$ cat config.mk
export PLATFORM = sky130hd
export DESIGN_NAME = dma_cs_top
export DESIGN_NICKNAME = d
export VERILOG_FILES = /design/src/rtl/dma_cs_pkg.sv /design/src/rtl/dma_cs_chan.sv /design/src/rtl/dma_cs_eng.sv /design/src/rtl/dma_cs_top.sv
export SDC_FILE = /design/constraint.sdc
export NUM_CORES = 1
export LEC_CHECK = 0
export ABC_AREA = 1
export BUFFER_PORTS_ARGS = -buffer_cell sky130_fd_sc_hd__buf_4
export CAP_MARGIN = 20
export CORE_MARGIN = 1.5
export CORE_UTILIZATION = 63
export DETAILED_ROUTE_END_ITERATION = 7
export PLACE_DENSITY = 0.81
export RECOVER_POWER = 25
export SETUP_SLACK_MARGIN = 0.3
export SLEW_MARGIN = 10
export SYNTH_ARGS = -nofsm -noshare
export SYNTH_HDL_FRONTEND = slang
export SYNTH_HIERARCHICAL = 1
export SYNTH_SLANG_ARGS = --single-unit
$ cat constraint.sdc
create_clock -name clk -period 4 [get_ports clk]
set_clock_uncertainty 0.05 [all_clocks]
set_input_delay 1 -clock clk [delete_from_list [all_inputs] [get_ports clk]]
set_output_delay 1 -clock clk [all_outputs]
set_load 0.01 [all_outputs]
$ cat src/rtl/dma_cs_pkg.sv
package dma_cs_pkg;
  localparam int BSW = 2;
  localparam int CFG_W = 6;
  localparam logic [1:0] FLD_CFG  = 2'd0;
  localparam logic [1:0] FLD_BASE = 2'd1;
  localparam logic [1:0] FLD_LEN  = 2'd2;

  typedef struct packed {
    logic           wr_dir;
    logic           irq_en;
    logic           dbuf;
    logic           level;
    logic [BSW-1:0] bus;
  } chan_cfg_t;

  typedef enum logic [1:0] {ENG_IDLE, ENG_WAIT, ENG_XFER, ENG_REL} eng_st_t;
endpackage

$ cat src/rtl/dma_cs_chan.sv
module dma_cs_chan
  import dma_cs_pkg::*;
#(
  parameter int AW = 16
) (
  input  logic           clk,
  input  logic           rst,
  input  logic           wr_hit,
  input  logic [1:0]     wr_field,
  input  logic [AW-1:0]  wr_data,
  input  logic           dreq,
  input  logic           serve,
  output logic           elig,
  output logic [BSW-1:0] bus_sel,
  output logic           wr_dir,
  output logic [AW-1:0]  cur_addr,
  output logic           irq
);
  chan_cfg_t     cfg;
  logic [AW-1:0] base, blen, offs;
  logic          half, pend, req_q;
  logic          rise, last;

  assign rise = dreq & ~req_q;
  assign last = ({1'b0, offs} + (AW+1)'(1)) >= {1'b0, blen};

  always_ff @(posedge clk) begin
    if (rst) begin
      cfg   <= '0;
      base  <= '0;
      blen  <= '0;
      offs  <= '0;
      half  <= 1'b0;
      pend  <= 1'b0;
      req_q <= 1'b0;
      irq   <= 1'b0;
    end else begin
      req_q <= dreq;
      irq   <= 1'b0;
      // edge-sensed pending flag: set by a rising event, consumed by a served word
      pend  <= rise | (pend & ~serve);
      if (serve) begin
        offs <= last ? '0 : offs + AW'(1);
        if (last && cfg.dbuf) half <= ~half;
        irq  <= last & ~cfg.level & cfg.irq_en;
      end
      if (wr_hit) begin
        case (wr_field)
          FLD_CFG: begin
            cfg  <= chan_cfg_t'(wr_data[CFG_W-1:0]);
            pend <= 1'b0;
          end
          FLD_BASE: begin
            base <= wr_data;
            offs <= '0;
            half <= 1'b0;
          end
          FLD_LEN: blen <= wr_data;
          default: ;
        endcase
      end
    end
  end

  assign elig     = cfg.level ? dreq : pend;
  assign bus_sel  = cfg.bus;
  assign wr_dir   = cfg.wr_dir;
  assign cur_addr = base + (half ? blen : '0) + offs;
endmodule

$ cat src/rtl/dma_cs_eng.sv
module dma_cs_eng
  import dma_cs_pkg::*;
#(
  parameter int NCH    = 4,
  parameter int AW     = 16,
  parameter int BUS_ID = 0,
  localparam int CW    = (NCH > 1) ? $clog2(NCH) : 1
) (
  input  logic               clk,
  input  logic               rst,
  input  logic [NCH-1:0]     elig,
  input  logic [NCH*BSW-1:0] sel,
  input  logic [NCH*AW-1:0]  addr_in,
  input  logic [NCH-1:0]     dir_in,
  input  logic               hold_ack,
  output logic               hold_req,
  output logic               strobe,
  output logic               we,
  output logic [AW-1:0]      addr,
  output logic [CW-1:0]      chan,
  output logic               fire,
  output logic [CW-1:0]      gidx
);
  eng_st_t        st, nxt;
  logic [NCH-1:0] hit;
  logic           found;

  always_comb begin
    for (int c = 0; c < NCH; c++)
      hit[c] = elig[c] && (sel[c*BSW +: BSW] == BSW'(BUS_ID));
  end

  // fixed priority: lowest index wins
  always_comb begin
    found = 1'b0;
    gidx  = '0;
    for (int c = NCH-1; c >= 0; c--) begin
      if (hit[c]) begin
        found = 1'b1;
        gidx  = CW'(c);
      end
    end
  end

  assign fire = (st == ENG_XFER) && found && hold_ack;

  always_comb begin
    nxt = st;
    case (st)
      ENG_IDLE: if (found) nxt = ENG_WAIT;
      ENG_WAIT: if (hold_ack) nxt = ENG_XFER;
      ENG_XFER: if (!fire) nxt = ENG_REL;
      ENG_REL:  nxt = ENG_IDLE;
      default:  nxt = ENG_IDLE;
    endcase
  end

  always_ff @(posedge clk) begin
    if (rst) begin
      st       <= ENG_IDLE;
      hold_req <= 1'b0;
      strobe   <= 1'b0;
      we       <= 1'b0;
      addr     <= '0;
      chan     <= '0;
    end else begin
      st       <= nxt;
      hold_req <= (nxt != ENG_IDLE);
      strobe   <= fire;
      we       <= fire && dir_in[gidx];
      addr     <= fire ? addr_in[gidx*AW +: AW] : '0;
      chan     <= fire ? gidx : '0;
    end
  end
endmodule

$ cat src/rtl/dma_cs_top.sv
module dma_cs_top
  import dma_cs_pkg::*;
#(
  parameter int NCH = 4,
  parameter int NB  = 3,
  parameter int AW  = 16,
  localparam int CW = (NCH > 1) ? $clog2(NCH) : 1
) (
  input  logic             clk,
  input  logic             rst,
  input  logic             wr_en,
  input  logic [CW-1:0]    wr_chan,
  input  logic [1:0]       wr_field,
  input  logic [AW-1:0]    wr_data,
  input  logic [NCH-1:0]   dreq,
  input  logic [NB-1:0]    hold_ack,
  output logic [NB-1:0]    hold_req,
  output logic [NB-1:0]    bus_strobe,
  output logic [NB-1:0]    bus_we,
  output logic [NB*AW-1:0] bus_addr,
  output logic [NB*CW-1:0] bus_chan,
  output logic [NCH-1:0]   dma_irq
);
  logic [NCH-1:0]     elig, dir, serve;
  logic [NCH*BSW-1:0] sel;
  logic [NCH*AW-1:0]  caddr;
  logic [NB-1:0]      fire;
  logic [NB*CW-1:0]   gidx;

  for (genvar c = 0; c < NCH; c++) begin : g_ch
    dma_cs_chan #(.AW(AW)) u_ch (
      .clk      (clk),
      .rst      (rst),
      .wr_hit   (wr_en && (wr_chan == CW'(c))),
      .wr_field (wr_field),
      .wr_data  (wr_data),
      .dreq     (dreq[c]),
      .serve    (serve[c]),
      .elig     (elig[c]),
      .bus_sel  (sel[c*BSW +: BSW]),
      .wr_dir   (dir[c]),
      .cur_addr (caddr[c*AW +: AW]),
      .irq      (dma_irq[c])
    );
  end

  for (genvar b = 0; b < NB; b++) begin : g_bus
    dma_cs_eng #(.NCH(NCH), .AW(AW), .BUS_ID(b)) u_eng (
      .clk      (clk),
      .rst      (rst),
      .elig     (elig),
      .sel      (sel),
      .addr_in  (caddr),
      .dir_in   (dir),
      .hold_ack (hold_ack[b]),
      .hold_req (hold_req[b]),
      .strobe   (bus_strobe[b]),
      .we       (bus_we[b]),
      .addr     (bus_addr[b*AW +: AW]),
      .chan     (bus_chan[b*CW +: CW]),
      .fire     (fire[b]),
      .gidx     (gidx[b*CW +: CW])
    );
  end

  always_comb begin
    serve = '0;
    for (int b = 0; b < NB; b++)
      if (fire[b]) serve[gidx[b*CW +: CW]] = 1'b1;
  end
endmodule

==> reports/metrics.sh <==
ASYNC_RESET_FF_SHARE_PCT=0
ARRIVAL_NS=3.87
DRV_SLEW=20
REG2REGPATHDEPTH=14
GRT.TOTAL_USAGE_PCT=36.7
MAX_FREQ_MHz=287
GRT_PASS1_WL_UM=97800
DETAILEDROUTE.FIRSTITERATIONVIOLATIONS=2042
CTS_TREE='done'
CLOCK-SINKS=301
REPORT.FINAL.SETUP_VIOL=0
PLACE_CONGESTION=1.05
FLOORPLAN.DIE.WIDTH_UM=186
YS.FLOP_TYPE='dfxtp_1'
MULTIINPUTGATEAREA_UM2=12300
TOTALWIRELENGTH_UM=63200
WHS_PATH_DEPTH=3
DRIVE_GT1_SHARE_PCT=10.4
BUFFER_DEPTH_OF_THE_LONGEST_CLOCK_PATH=3
SYN_TO_FINAL_GROWTH_PCT=9.05
WORST-SLEW-PIN-TRANSITION_NS=1.76
YOSYS.CELL_TYPES.COUNT=40
GRT_PASS1_VIAS=18400
FIN_UTIL_PCT=70.1
PATH_MAX_FANOUT=18
SYN_AVG_CELL_AREA_UM2=7.06
SYNTH_NETS=3197
CPMAXSTAGEDELAYCELL='dfxtp_2'
NUMBER_OF_ANTENNA_VIOLATIONS_AT_THE_FIRST_CHECK_IN_GLOBAL_ROUTING=2
PRE_CTS_SLACK_NS=0.256
FINAL_HOLD_VIOL_COUNT=0
FINAL.SETUP.TNS_NS=0
DP_HPWL_UM=46600
CRITICAL-PATH-MAX-STAGE-DELAY_NS=0.53
DETAIL_ROUTE.FIRST_PASS.ITERATIONS=6
GLOBAL_ROUTE.OVERFLOW_TOTAL=0
DIE_AREA_UM2=34500
DRTANTENNAVIOLNETS=0
CTS.ROOT.BUFFER_CELL='clkbuf_16'
START_UTIL_PCT=64.3
FINAL_NET_COUNT=3243
LARGEST_NET_DEGREE_AT_THE_START_OF_GLOBAL_ROUTING=40
CRITICAL_PATH.N_BUFFERS_INVERTERS=3
SYN_AREA_UM2=21000
SYNTHESIS.INSTANCES=2979
POSTCTSSETUPBUFFERS=0
CRITICAL_PATH.STARTPOINT_TYPE='flip-flop'
MIN-DELAY-PATH-CLASS='reg2reg'
CLK_PIN_SLEW_WORST_PATHS_NS=0.06
TOP_LEVEL_PORTS=97
CTSHTREEMAXLEVEL=2
VDD_IR_DROP_MAX_mV=0.336
CORE.ROWCOUNT=66
CLK_LATENCY_NS=0.53
ENDPOINT_KIND='flip-flop'
WORST-PATH-STAGES=14
SHARE_OF_THE_YOSYS_CHIP_AREA_BELONGING_TO_REGISTERS_PCT=28.7
WORSTSETUPPATHTYPE='reg2reg'
POST_DR_WIRELENGTH_CELL_UM=18.1
PLACED_CELLS_INCL_TAPS=3430
FAILING_CHECKS='capacitance limit, slew limit'
SYNTH_SEQ_CELLS=301
DRCVIOLATIONCOUNT=0
FINALNONFILLERCELLS=3495
MAX_SLEW_HEADROOM_AT_THE_WORST_PIN_PCT=-17.6
CPLARGESTDELAYFAMILY='adder cells'
POSTCTSHOLDBUFS=0
SYNTH-EDFF-COUNT=0
WHS_NS=0.435
CORE-AREA_UM2=32700
POSTLAYOUTSETUPSLACKWORST_NS=0.518
NFILLCELLS=2807
TIMING.CRITICAL_PATH.CELLS='nand2_1, fa_1, inv_1, ha_1, inv_1, fa_1, o21ai_1, a21oi_1, o21ai_0, xor2_1, inv_1, nand3_1, nand3_1, a21oi_2'
GRT_SETUP_UNREPAIRED='false'
POWER_LEAKAGE_nW=11.1
POWERDENSITY_nW_PER_UM2=318
FF_LATCH_AREA_UM2=6030
CTS-BUFFERS-INSERTED=35
NUMBER_OF_MAX_CAPACITANCE_VIOLATIONS_REPORTED=1
PLACE.PORT_BUFFERS=96
POST-ROUTE-MIN-PERIOD_NS=3.48
VIASPERCELL=5.67
CRIT_REQUIRED_NS=4.38
DETAILROUTE.VIA_COUNT=19800
CRITPATHMOSTFREQUENTCELL='inv_1'
FINAL.PERIOD_UTILIZATION_PCT=87.0
FP.DIEH_UM=186
STATUS='finished with violations'
SYNTH_WARN=6
## layout by cell type, fill, tap and decap left out, types with 5 or more instances in the layout
cell type  instances
nor2_4            21
nand3_2           10
clkinv_2           7
a21oi_1          202
xor2_1            74
o22ai_1            5
nor2_2            24
buf_4             65
inv_2             32
fa_1              64
nor3_2             5
dfxtp_1          298
nand2_2           22
xnor2_1           25
ha_1             124
a21o_1            11
nand2_4            9
nand3b_1          58
inv_1            507
a21oi_2           53
nand2_1          511
o21ai_0          180
clkbuf_16         35
clkbuf_1          63
bufinv_16          7
nor2_1           270
nand4_1           52
o31ai_1            8
nor3_1            22
xor2_2             9
nand3_1          243
## power breakdown
part	switching (W)	total [W]	internal [W]
combinational	0.000520	0.000716	0.000196
clock	0.00134	0.00348	0.00214
sequential	0.0000338	0.00308	0.00305
total	0.00190	0.00728	0.00538
## registers in the layout, summed over array words and instances (netlist names)
signal / count
g_ch.u_ch/wr_dir: 4
g_ch.u_ch/blen: 64
g_bus.u_eng/addr: 48
g_ch.u_ch/req_q: 4
g_ch.u_ch/bus_sel: 8
g_bus.u_eng/we: 3
g_ch.u_ch/irq: 4
g_bus.u_eng/strobe: 3
g_bus.u_eng/st: 6
g_ch.u_ch/pend: 4
g_ch.u_ch/base: 64
g_bus.u_eng/chan: 6
g_ch.u_ch/cfg: 12
g_ch.u_ch/offs: 64
g_bus.u_eng/hold_req: 3
g_ch.u_ch/half: 4
## what timing repair did
item	CTS	global route
resized for setup	2	4
setup endpoints to repair	3	8
hold endpoints to repair	0	0
## per-stage QoR
stage               instance area [um^2]  power (W)
global placement                   21900    0.00382
finish                             22900    0.00728
detailed placement                 21900    0.00384
global route                       22900    0.00751
floorplan                          21000    0.00362
CTS                                23100    0.00729
## cell usage after synthesis, drive strengths merged (4+ instances only)
cell    count  area share (%)
inv       541             9.7
o21bai      4            0.14
fa         64             6.1
dfxtp     301              29
o31ai       8            0.29
clkbuf     43            0.78
a21oi     255             7.0
nand3b     58             2.1
ha        124             7.4
nor3       27            0.76
nor2      315             6.7
nand4      52             1.5
xnor2      25             1.0
o22ai       5            0.15
nand3     255             6.4
a21o       11            0.39
xor2       83             3.7
buf        73             2.2
o21ai     185             4.5
nand2     542              10
## kinds of logic (layout without fill, tap and decap cells)
family	Yosys count	after routing	share of synthesized area [%]
adder cells (fa/ha/maj)	188	188	13.5
buffers and inverters	660	731	12.8
flip-flops	301	301	28.7
AND/OR/NAND/NOR	1254	1254	27.9
XOR/XNOR	108	108	4.71
other	0	3	0
AO/OA/AOI/OAI	468	468	12.5
## cell type report
type / instances / share of cell area, %
diodes: 3 / 0.0328
flip-flops and latches: 301 / 26.3
repair buffers: 125 / 3.11
inverters: 544 / 8.93
clock inverters: 20 / 1.28
multi-input cells: 2018 / 53.8
well taps: 442 / 2.41
clock buffers: 42 / 4.11
## path summary, 6_finish.rpt
path | from | endpoint | slack (ns)
worst max register to register | g_ch[1].u_ch/half$_SDFF_PP0_ | g_bus[1].u_eng/addr[9]$_SDFF_PP0_ | 0.52
worst min-delay path | g_ch[2].u_ch/req_q$_SDFF_PP0_ | g_ch[2].u_ch/pend$_SDFF_PP0_ | 0.44
worst max-delay path | g_ch[1].u_ch/half$_SDFF_PP0_ | g_bus[1].u_eng/addr[9]$_SDFF_PP0_ | 0.52
worst min register to register | g_ch[2].u_ch/req_q$_SDFF_PP0_ | g_ch[2].u_ch/pend$_SDFF_PP0_ | 0.44
## layer usage
layer  vias to the layer above  global-route usage (%)  share of wire, %
met5                         -                       0                 0
met4                         0                    16.1               5.0
met3                       178                    5.81               9.4
met2                       913                    59.0                44
met1                      9191                    48.9                41
li1                       9546                       -                 -
## worst min-delay path: cells and delay by family, from the launching register on
kind            cells  cell delay [ns]
flops               1             0.30
simple gates        2             0.10
compound gates      1             0.05
Power figures use the tool's default switching activity.
